File: src/rtl/adc_seq_pkg.sv
package adc_seq_pkg;

    localparam int CH_W       = 3;
    localparam int MODE_W     = 2;
    localparam int CTRL_W     = 8;
    localparam int FRAME_CLKS = 16;
    localparam int RES_W      = 12;
    localparam int HALF_N     = 2 * FRAME_CLKS;
    localparam int HALF_W     = $clog2(HALF_N);

    typedef enum logic [1:0] {
        ST_IDLE,
        ST_WAKE,
        ST_SHIFT,
        ST_CLOSE
    } seq_state_e;

    typedef struct packed {
        logic [CH_W-1:0]   chan;
        logic [MODE_W-1:0] mode;
    } seq_req_t;

    // Control word as the converter decodes it, MSB shifted first.
    function automatic logic [CTRL_W-1:0] build_ctrl(seq_req_t r);
        return {1'b0, 1'b0, r.chan, 1'b0, r.mode};
    endfunction

    // Codes with bit 1 set leave the converter asleep after a conversion.
    function automatic logic mode_sleeps(logic [MODE_W-1:0] m);
        return m[1];
    endfunction

endpackage

File: src/rtl/adc_seq_tick.sv
module adc_seq_tick #(
    parameter int W = 4
) (
    input  logic         clk,
    input  logic         rst,
    input  logic         clr,
    input  logic [W-1:0] limit,
    output logic         hit
);
    logic [W-1:0] cnt;

    assign hit = (cnt == limit);

    always_ff @(posedge clk) begin
        if (rst || clr || hit) begin
            cnt <= '0;
        end else begin
            cnt <= cnt + 1'b1;
        end
    end
endmodule

File: src/rtl/adc_seq_shift.sv
module adc_seq_shift
    import adc_seq_pkg::*;
(
    input  logic              clk,
    input  logic              rst,
    input  logic              load,
    input  logic [CTRL_W-1:0] ctrl,
    input  logic              adv,
    input  logic              cap,
    input  logic              sdo,
    output logic              tx_msb,
    output logic [RES_W-1:0]  rx
);
    logic [CTRL_W-1:0] tx;

    assign tx_msb = tx[CTRL_W-1];

    always_ff @(posedge clk) begin
        if (rst) begin
            tx <= '0;
            rx <= '0;
        end else if (load) begin
            tx <= ctrl;
            rx <= '0;
        end else begin
            if (adv) tx <= {tx[CTRL_W-2:0], 1'b0};
            if (cap) rx <= {rx[RES_W-2:0], sdo};
        end
    end
endmodule

File: src/rtl/adc_seq_tag.sv
module adc_seq_tag
    import adc_seq_pkg::*;
(
    input  logic            clk,
    input  logic            rst,
    input  logic            load,
    input  seq_req_t        req,
    input  logic            close,
    output logic [CH_W-1:0] prev_chan,
    output logic            prev_ok,
    output logic            wake_need
);
    logic [CH_W-1:0] cur_chan;
    logic            cur_sleep;
    logic            prev_sleep;

    assign wake_need = prev_ok && prev_sleep;

    always_ff @(posedge clk) begin
        if (rst) begin
            cur_chan   <= '0;
            cur_sleep  <= 1'b0;
            prev_chan  <= '0;
            prev_ok    <= 1'b0;
            prev_sleep <= 1'b0;
        end else begin
            if (load) begin
                cur_chan  <= req.chan;
                cur_sleep <= mode_sleeps(req.mode);
            end
            if (close) begin
                prev_chan  <= cur_chan;
                prev_sleep <= cur_sleep;
                prev_ok    <= 1'b1;
            end
        end
    end
endmodule

File: src/rtl/adc_ctrl_sequencer.sv
module adc_ctrl_sequencer
    import adc_seq_pkg::*;
#(
    parameter int CLK_DIV  = 4,
    parameter int WAKE_CYC = 625
) (
    input  logic                    clk,
    input  logic                    rst,
    input  logic                    req_valid,
    input  logic [CH_W-1:0]         req_chan,
    input  logic [MODE_W-1:0]       req_mode,
    output logic                    req_ready,
    output logic                    cs_n,
    output logic                    sclk,
    output logic                    sdi,
    input  logic                    sdo,
    output logic                    res_valid,
    output logic                    res_ok,
    output logic [CH_W-1:0]         res_chan,
    output logic [RES_W-1:0]        res_data
);
    localparam int MAXC  = (CLK_DIV > WAKE_CYC) ? CLK_DIV : WAKE_CYC;
    localparam int CNT_W = $clog2(MAXC + 1);
    localparam logic [CNT_W-1:0]  HALF_LIM = CNT_W'(CLK_DIV - 1);
    localparam logic [CNT_W-1:0]  WAKE_LIM = CNT_W'(WAKE_CYC - 1);
    localparam logic [HALF_W-1:0] LAST_H   = HALF_W'(HALF_N - 1);

    seq_state_e        state;
    logic [HALF_W-1:0] half;
    logic              hit;
    logic              take;
    logic              wake_need;
    logic              tx_msb;
    seq_req_t          req;

    assign req       = '{chan: req_chan, mode: req_mode};
    assign take      = (state == ST_IDLE) && req_valid;
    assign req_ready = (state == ST_IDLE);
    assign cs_n      = (state == ST_IDLE) || (state == ST_CLOSE);
    assign sclk      = !((state == ST_SHIFT) && !half[0]);
    assign sdi       = (state == ST_SHIFT) && tx_msb;
    assign res_valid = (state == ST_CLOSE);

    adc_seq_tick #(.W(CNT_W)) u_tick (
        .clk   (clk),
        .rst   (rst),
        .clr   ((state == ST_IDLE) || (state == ST_CLOSE)),
        .limit ((state == ST_WAKE) ? WAKE_LIM : HALF_LIM),
        .hit   (hit)
    );

    adc_seq_shift u_shift (
        .clk    (clk),
        .rst    (rst),
        .load   (take),
        .ctrl   (build_ctrl(req)),
        .adv    ((state == ST_SHIFT) && hit && half[0]),
        .cap    ((state == ST_SHIFT) && hit && !half[0]),
        .sdo    (sdo),
        .tx_msb (tx_msb),
        .rx     (res_data)
    );

    adc_seq_tag u_tag (
        .clk       (clk),
        .rst       (rst),
        .load      (take),
        .req       (req),
        .close     (state == ST_CLOSE),
        .prev_chan (res_chan),
        .prev_ok   (res_ok),
        .wake_need (wake_need)
    );

    always_ff @(posedge clk) begin
        if (rst) begin
            state <= ST_IDLE;
            half  <= '0;
        end else begin
            unique case (state)
                ST_IDLE: begin
                    half <= '0;
                    if (req_valid) state <= wake_need ? ST_WAKE : ST_SHIFT;
                end
                ST_WAKE: begin
                    if (hit) state <= ST_SHIFT;
                end
                ST_SHIFT: begin
                    if (hit) begin
                        half <= half + 1'b1;
                        if (half == LAST_H) state <= ST_CLOSE;
                    end
                end
                ST_CLOSE: state <= ST_IDLE;
                default:  state <= ST_IDLE;
            endcase
        end
    end
endmodule

File: config.mk
export PLATFORM = sky130hd
export DESIGN_NAME = adc_ctrl_sequencer
export DESIGN_NICKNAME = d
export VERILOG_FILES = /design/src/rtl/adc_seq_pkg.sv /design/src/rtl/adc_seq_tick.sv /design/src/rtl/adc_seq_shift.sv /design/src/rtl/adc_seq_tag.sv /design/src/rtl/adc_ctrl_sequencer.sv
export SDC_FILE = /design/constraint.sdc
export NUM_CORES = 1
export LEC_CHECK = 0
export BUFFER_PORTS_ARGS = -buffer_cell sky130_fd_sc_hd__buf_2
export CORE_UTILIZATION = 35
export DETAILED_ROUTE_END_ITERATION = 10
export PLACE_DENSITY = 0.62
export SYNTH_ARGS = -nofsm -noshare
export SYNTH_HDL_FRONTEND = slang
export SYNTH_SLANG_ARGS = --single-unit
File: constraint.sdc
create_clock -name clk -period 3.4 [get_ports clk]
set_input_delay 1.02 -clock clk [delete_from_list [all_inputs] [get_ports clk]]
set_output_delay 1.02 -clock clk [all_outputs]
set_load 0.02 [all_outputs]
* After elaboration in Yosys (flattened, before gate mapping)
Cells that the tools add are included.
** Storage, ports and cells
- Flip-flop bits (word level) :: 46
- Input port bits :: 9
- Logic and storage cells :: 51
- Output and inout port bits :: 21
** Operators by class
- Add/sub/neg operators :: 2
- Equality and inequality tests :: 9
- Mux-type cells :: 11
- Reduce and logical (&&, ||, !) cells :: 18
** Operator list (count)
- $mux 6 :: 2
- $add 10x1->10 const B :: 1
- $eq 10x10->1 :: 1
- $mux 10 :: 1
- $mux 2 :: 5
- $pmux 5 s2 :: 1
- $pmux 2 s4 :: 1
- $logic_and 1x1->1 :: 7
- $ne 2x2->1 const B :: 3
- $add 5x1->5 const B :: 1
- $eq 5x5->1 const B :: 1
- $mux 5 :: 1
- $eq 2x2->1 const B :: 2
- $reduce_and 4->1 :: 1
- $reduce_bool 2->1 :: 2
- $logic_or 1x1->1 :: 3
- $eq 2x1->1 const B :: 1
- $logic_not 1->1 :: 2
- $logic_not 2->1 :: 1
- $ne 2x1->1 const B :: 1
- $reduce_and 2->1 :: 1
- $reduce_or 2->1 :: 1

* Longest topological paths before layout
- Word-level depth :: 7
- Depth in mapped cells :: 8
- Mapped depth without buffers :: 8

* Hierarchy
A second synthesis with hierarchy kept.
** Second synthesis, totals
- Cell total of the unflattened synthesis :: 221
- Area total of the unflattened synthesis :: 2182.1 um^2
** Modules (own cells, without submodules)
- adc_seq_shift :: times used 1, cells each 75, area each 795.8 um^2, seq. area each 400.4 um^2
- adc_seq_tick :: times used 1, cells each 58, area each 536.8 um^2, seq. area each 200.2 um^2
- adc_ctrl_sequencer :: times used 1, cells each 57, area each 518.0 um^2, seq. area each 140.1 um^2
- adc_seq_tag :: times used 1, cells each 31, area each 331.6 um^2, seq. area each 180.2 um^2

* Worst setup path after synthesis
OpenSTA, ideal clock, no wires.
- Path type :: register to output
- From :: register state[0]
- To :: output sdi
- Data required time :: 2.380 ns
- Slack :: 1.200 ns
- Cell stages (with the launch flop) :: 5
- Data arrival time :: 1.180 ns
- Path buffers :: 1
- Path through :: dfxtp_1 inv_1 ha_1 clkbuf_1 and2_1
** Between the ends
- Longest elaborated chain between the ends :: 2
** Ends and longest elaborated chain
- from (decl) :: line adc_ctrl_sequencer.sv:28 : seq_state_e state;
- from (signal assigned) :: line adc_ctrl_sequencer.sv:83 : if (req_valid) state <= wake_need ? ST_WAKE : ST_SHIFT;
- $eq 2x2->1 :: line adc_ctrl_sequencer.sv:41 : assign sdi = (state == ST_SHIFT) && tx_msb;
- $logic_and 1x1->1 :: line adc_ctrl_sequencer.sv:41
- to (decl) :: line adc_ctrl_sequencer.sv:15 : output logic sdi,
No other way between the ends.

* Worst setup path after layout
Same ends and word-level chain as after synthesis.

==> impl_results.md <==
* HP Class: reg2reg
* Arr. time, crit path at 1.56 ns
* Top-area cell type share of the netlist area at 45.5%
* Clock Power Share at a little over a quarter
* Largest area contributor in the netlist: dfxtp_1
* Diode count at 0
* Die area at 0.00610 mm^2
* Synth Area in Compound Gates at 11.4%
* Initial antenna violation count at 0
* Startpoint Class: register
* Yosys reg bits at 46
* Mapped Cells at 226
* Hold depth at 2
* Yosys warns at 0
* Flop pwr share at 44.8%
* Power share of the combinational group at 28.7%
* Drt wl/cell at approximately 12 um
* Cell family with most CP delay: adder cells
* DP Area at 0.00223 mm^2
* Max Root-Sink Buffers at 2
* Worst clock skew at 0.00473 ns
* WL final at 3800 um
* Vias in the first global route at 1367
* Worst R2R End: u_tick.cnt[9]$_SDFF_PP0_
* Leak at 0.987 nW
* Switching power at 477 uW
* Combinational family with the most area after synthesis: simple AND/OR/NAND/NOR gates
* Post-route cell area at 0.00234 mm^2
* # setup viols final at 0
* IO buf count at 29
* DR vias at 1574
* H-tree levels at 2
* CTS root buf: clkbuf_8
* DR DRC count at 0
* Post-synth EDFFs at 0
* 1st-pass router iterations at 4
* Post-CTS setup buffer count at 0
* First-pass GRT wire length at 6620 um
* Slowest CP cell: ha_1
* Hold Worst Slack at ~0.46 ns
* Max-cap violations at 0
* Syn avg cell area at 8.96 um^2
* Period minus WS final at 2.58 ns
* CP Cell Sequence: inv_1, ha_1, and2_1, buf_2
* Starting density of the core at 36.6%
* Layout cell share with drive strength beyond 1 at 18.0%
* RR Startpoint: state[1]$_SDFFE_PP0P_
* Number of clock sinks at 46
* Clock slew at reported path FFs at 0.08 ns
* Peak Freq at 387 MHz
* Filler instances at between 500 and 600
* Overflow left after global routing at 0
* Adder-Cell Fraction of Synth Area at 4.32%
* Post-synthesis xor/xnor area fraction at 3.46%
* Setup TNS Final at 0 ns
* Worst-path fanout max at 16
* Post-CTS Hold Fix Bufs at 0
* Slew @ Worst Pin at 0.725 ns
* Fin. max-slew vios at 0
* Dpl cells at 319
* Post-synth top flop: dfxtp_1
* Via/cell ratio at 4.81
* Mapped Area at 0.00203 mm^2
* Total Routing Usage GR at 13.9%
* Largest net degree at the start of global routing at 25
* Simple-Gate Fraction of Synth Area at between 20% and 30%
* Synth top area cells: dfxtp_1 (45%), mux2i_1 (9.9%), nor2_1 (8.0%)
* Setup slack, reg-to-reg at between 1 and 1.5 ns
* Slew margin rel. at about half
* VDD IR max at 0.000306 V
* CP Buf/Inv Count at 2
* DRT antenna net count at 0
* Power Density at 589 mW/mm^2
* Final Hold Viols at 0
* Final std cells w/o fill at 327
* Crit-path max cell delay at 0.47 ns
* Count leader, synth: dfxtp_1
* Num CTS Buffers at 5
* Mapped Nets at approximately 240
* Post-CTS sizing at 0
* Worst Hold End: u_tag.cur_chan[0]$_SDFFE_PP0P_
* Tcrit/Tclk final at approximately 76%
* Clock Latency Late Sink at approximately 0.30 ns
* Most common library cells after synthesis: dfxtp_1 (46), nor2_1 (43), nand2_1 (24)
* DP Wirelength at 2710 um
* Cell variety after synth at 39
* RSZ-0062 raised after global routing: false
* CP Class: reg2out
* CTS tree: yes
* Detailed Route Iter0 Violations at 68
* Post-layout nets at 270
* Worst setup EP type: output pin
* Area delta synth->final at 15.4%
* Die height at 78.1 um
* Rows at 27
* Routability cong. at 0.780
* Hold path startpoint: u_tag.cur_chan[0]$_SDFFE_PP0P_
* Top Ports at 30
* Status: finished clean
* Mux cell area share after synthesis at 10.4%
* Core Box Area at 0.00554 mm^2
* CP required at around 2.4 ns
* Post-synthesis sequential area ratio at 45.5%
* P_int at 900 uW
* Switching Share at approximately a third
* Sequential Area at slightly above 900 um^2
* Post-synth ARST share at 0%
* Multi-input gate area at about 0.0010 mm^2
* Reg2Reg Depth at 6
* Die width at approximately 78 um
state kept, by name, summed over array words and instances (netlist names):
name              flops
u_tag.cur_sleep       1
state                 2
u_tag.prev_ok         1
u_tag.cur_chan        3
u_shift.rx           12
u_shift.tx            8
u_tick.cnt           10
u_tag.prev_chan       3
u_tag.prev_sleep      1
half                  5
layer usage:
metal	part of all wire, %	up-vias	wire (um)	global-route usage [%]
li1	-	832	-	-
met1	53	705	2020	20.2
met3	4.2	5	161	3.49
met2	41	32	1550	18.7
met5	0	-	0	0
met4	1.9	0	72	7.22
worst min-delay path: cells and delay by family, from the launching register on:
family / cells / cell delay, ns
flops: 1 / 0.32
simple gates: 1 / 0.05
compound gates: 1 / 0.05
power groups by stage:
stage	logic, mW	registers (mW)	clock network [mW]
final	0.395	0.618	0.365
after global routing	0.449	0.627	0.411
after CTS	0.399	0.618	0.387
after detailed placement	0.397	0.630	0
after global placement	0.397	0.629	0
after floorplan	0.306	0.626	0
cells in the final DEF (no fill, tap or decap), types with 2 or more instances in the layout:
master,Yosys,final
dfxtp_1,46,46
and3_1,2,2
or3_1,3,3
a21oi_1,11,11
nand4_1,4,4
clkbuf_8,0,7
inv_1,7,7
nor3_1,2,2
nand2_1,24,24
mux2i_1,20,20
buf_2,2,29
xor2_1,5,5
o211ai_1,2,2
nand2b_1,3,3
a2111oi_2,2,2
a211oi_1,3,3
ha_1,7,7
and2_1,2,2
xnor2_1,3,3
o21ai_0,3,3
nand3_1,8,8
nor2_1,43,43
cells by family after synthesis:
kind of cell / after synthesis
AOI/OAI and AO/OA: 31
and+or+nand+nor: 97
buffers and inverters: 16
muxes: 21
DFF: 46
xor gates and xnor gates: 8
adders and majority gates: 7
area by class of cell:
cell class                      count  share of cell area [%]
Timing Repair Buffer               30                    6.53
Clock inverter                      1                   0.375
Sequential cell                    46                    39.4
Tap cell                           72                    3.85
Inverter                            7                    1.12
Multi-Input combinational cell    164                    44.6
Clock buffer                        7                    4.12
worst max path at each step:
stage | startpoint | endpoint | slack [ns] | cells past startpoint
2_1_floorplan | state[0]$_SDFFE_PP0P_ | sdi | 1.20 | 4
3_5_place_dp | state[0]$_SDFFE_PP0P_ | sdi | 1.14 | 4
6_report | state[0]$_SDFFE_PP0P_ | sdi | 0.82 | 4
4_1_cts | state[0]$_SDFFE_PP0P_ | sdi | 0.81 | 4
3_3_place_gp | state[0]$_SDFFE_PP0P_ | sdi | 1.16 | 4
5_1_grt | state[0]$_SDFFE_PP0P_ | sdi | 0.65 | 4
per-stage QoR:
step	power, mW	utilization, %	worst slack (ns)
after floorplan	0.932	-	1.20
after global placement	1.03	40.3	1.16
after detailed placement	1.03	40.3	1.14
after CTS	1.40	42.2	0.811
after global routing	1.49	42.2	0.655
final	1.38	42.2	0.818
Power figures use the tool's default switching activity.
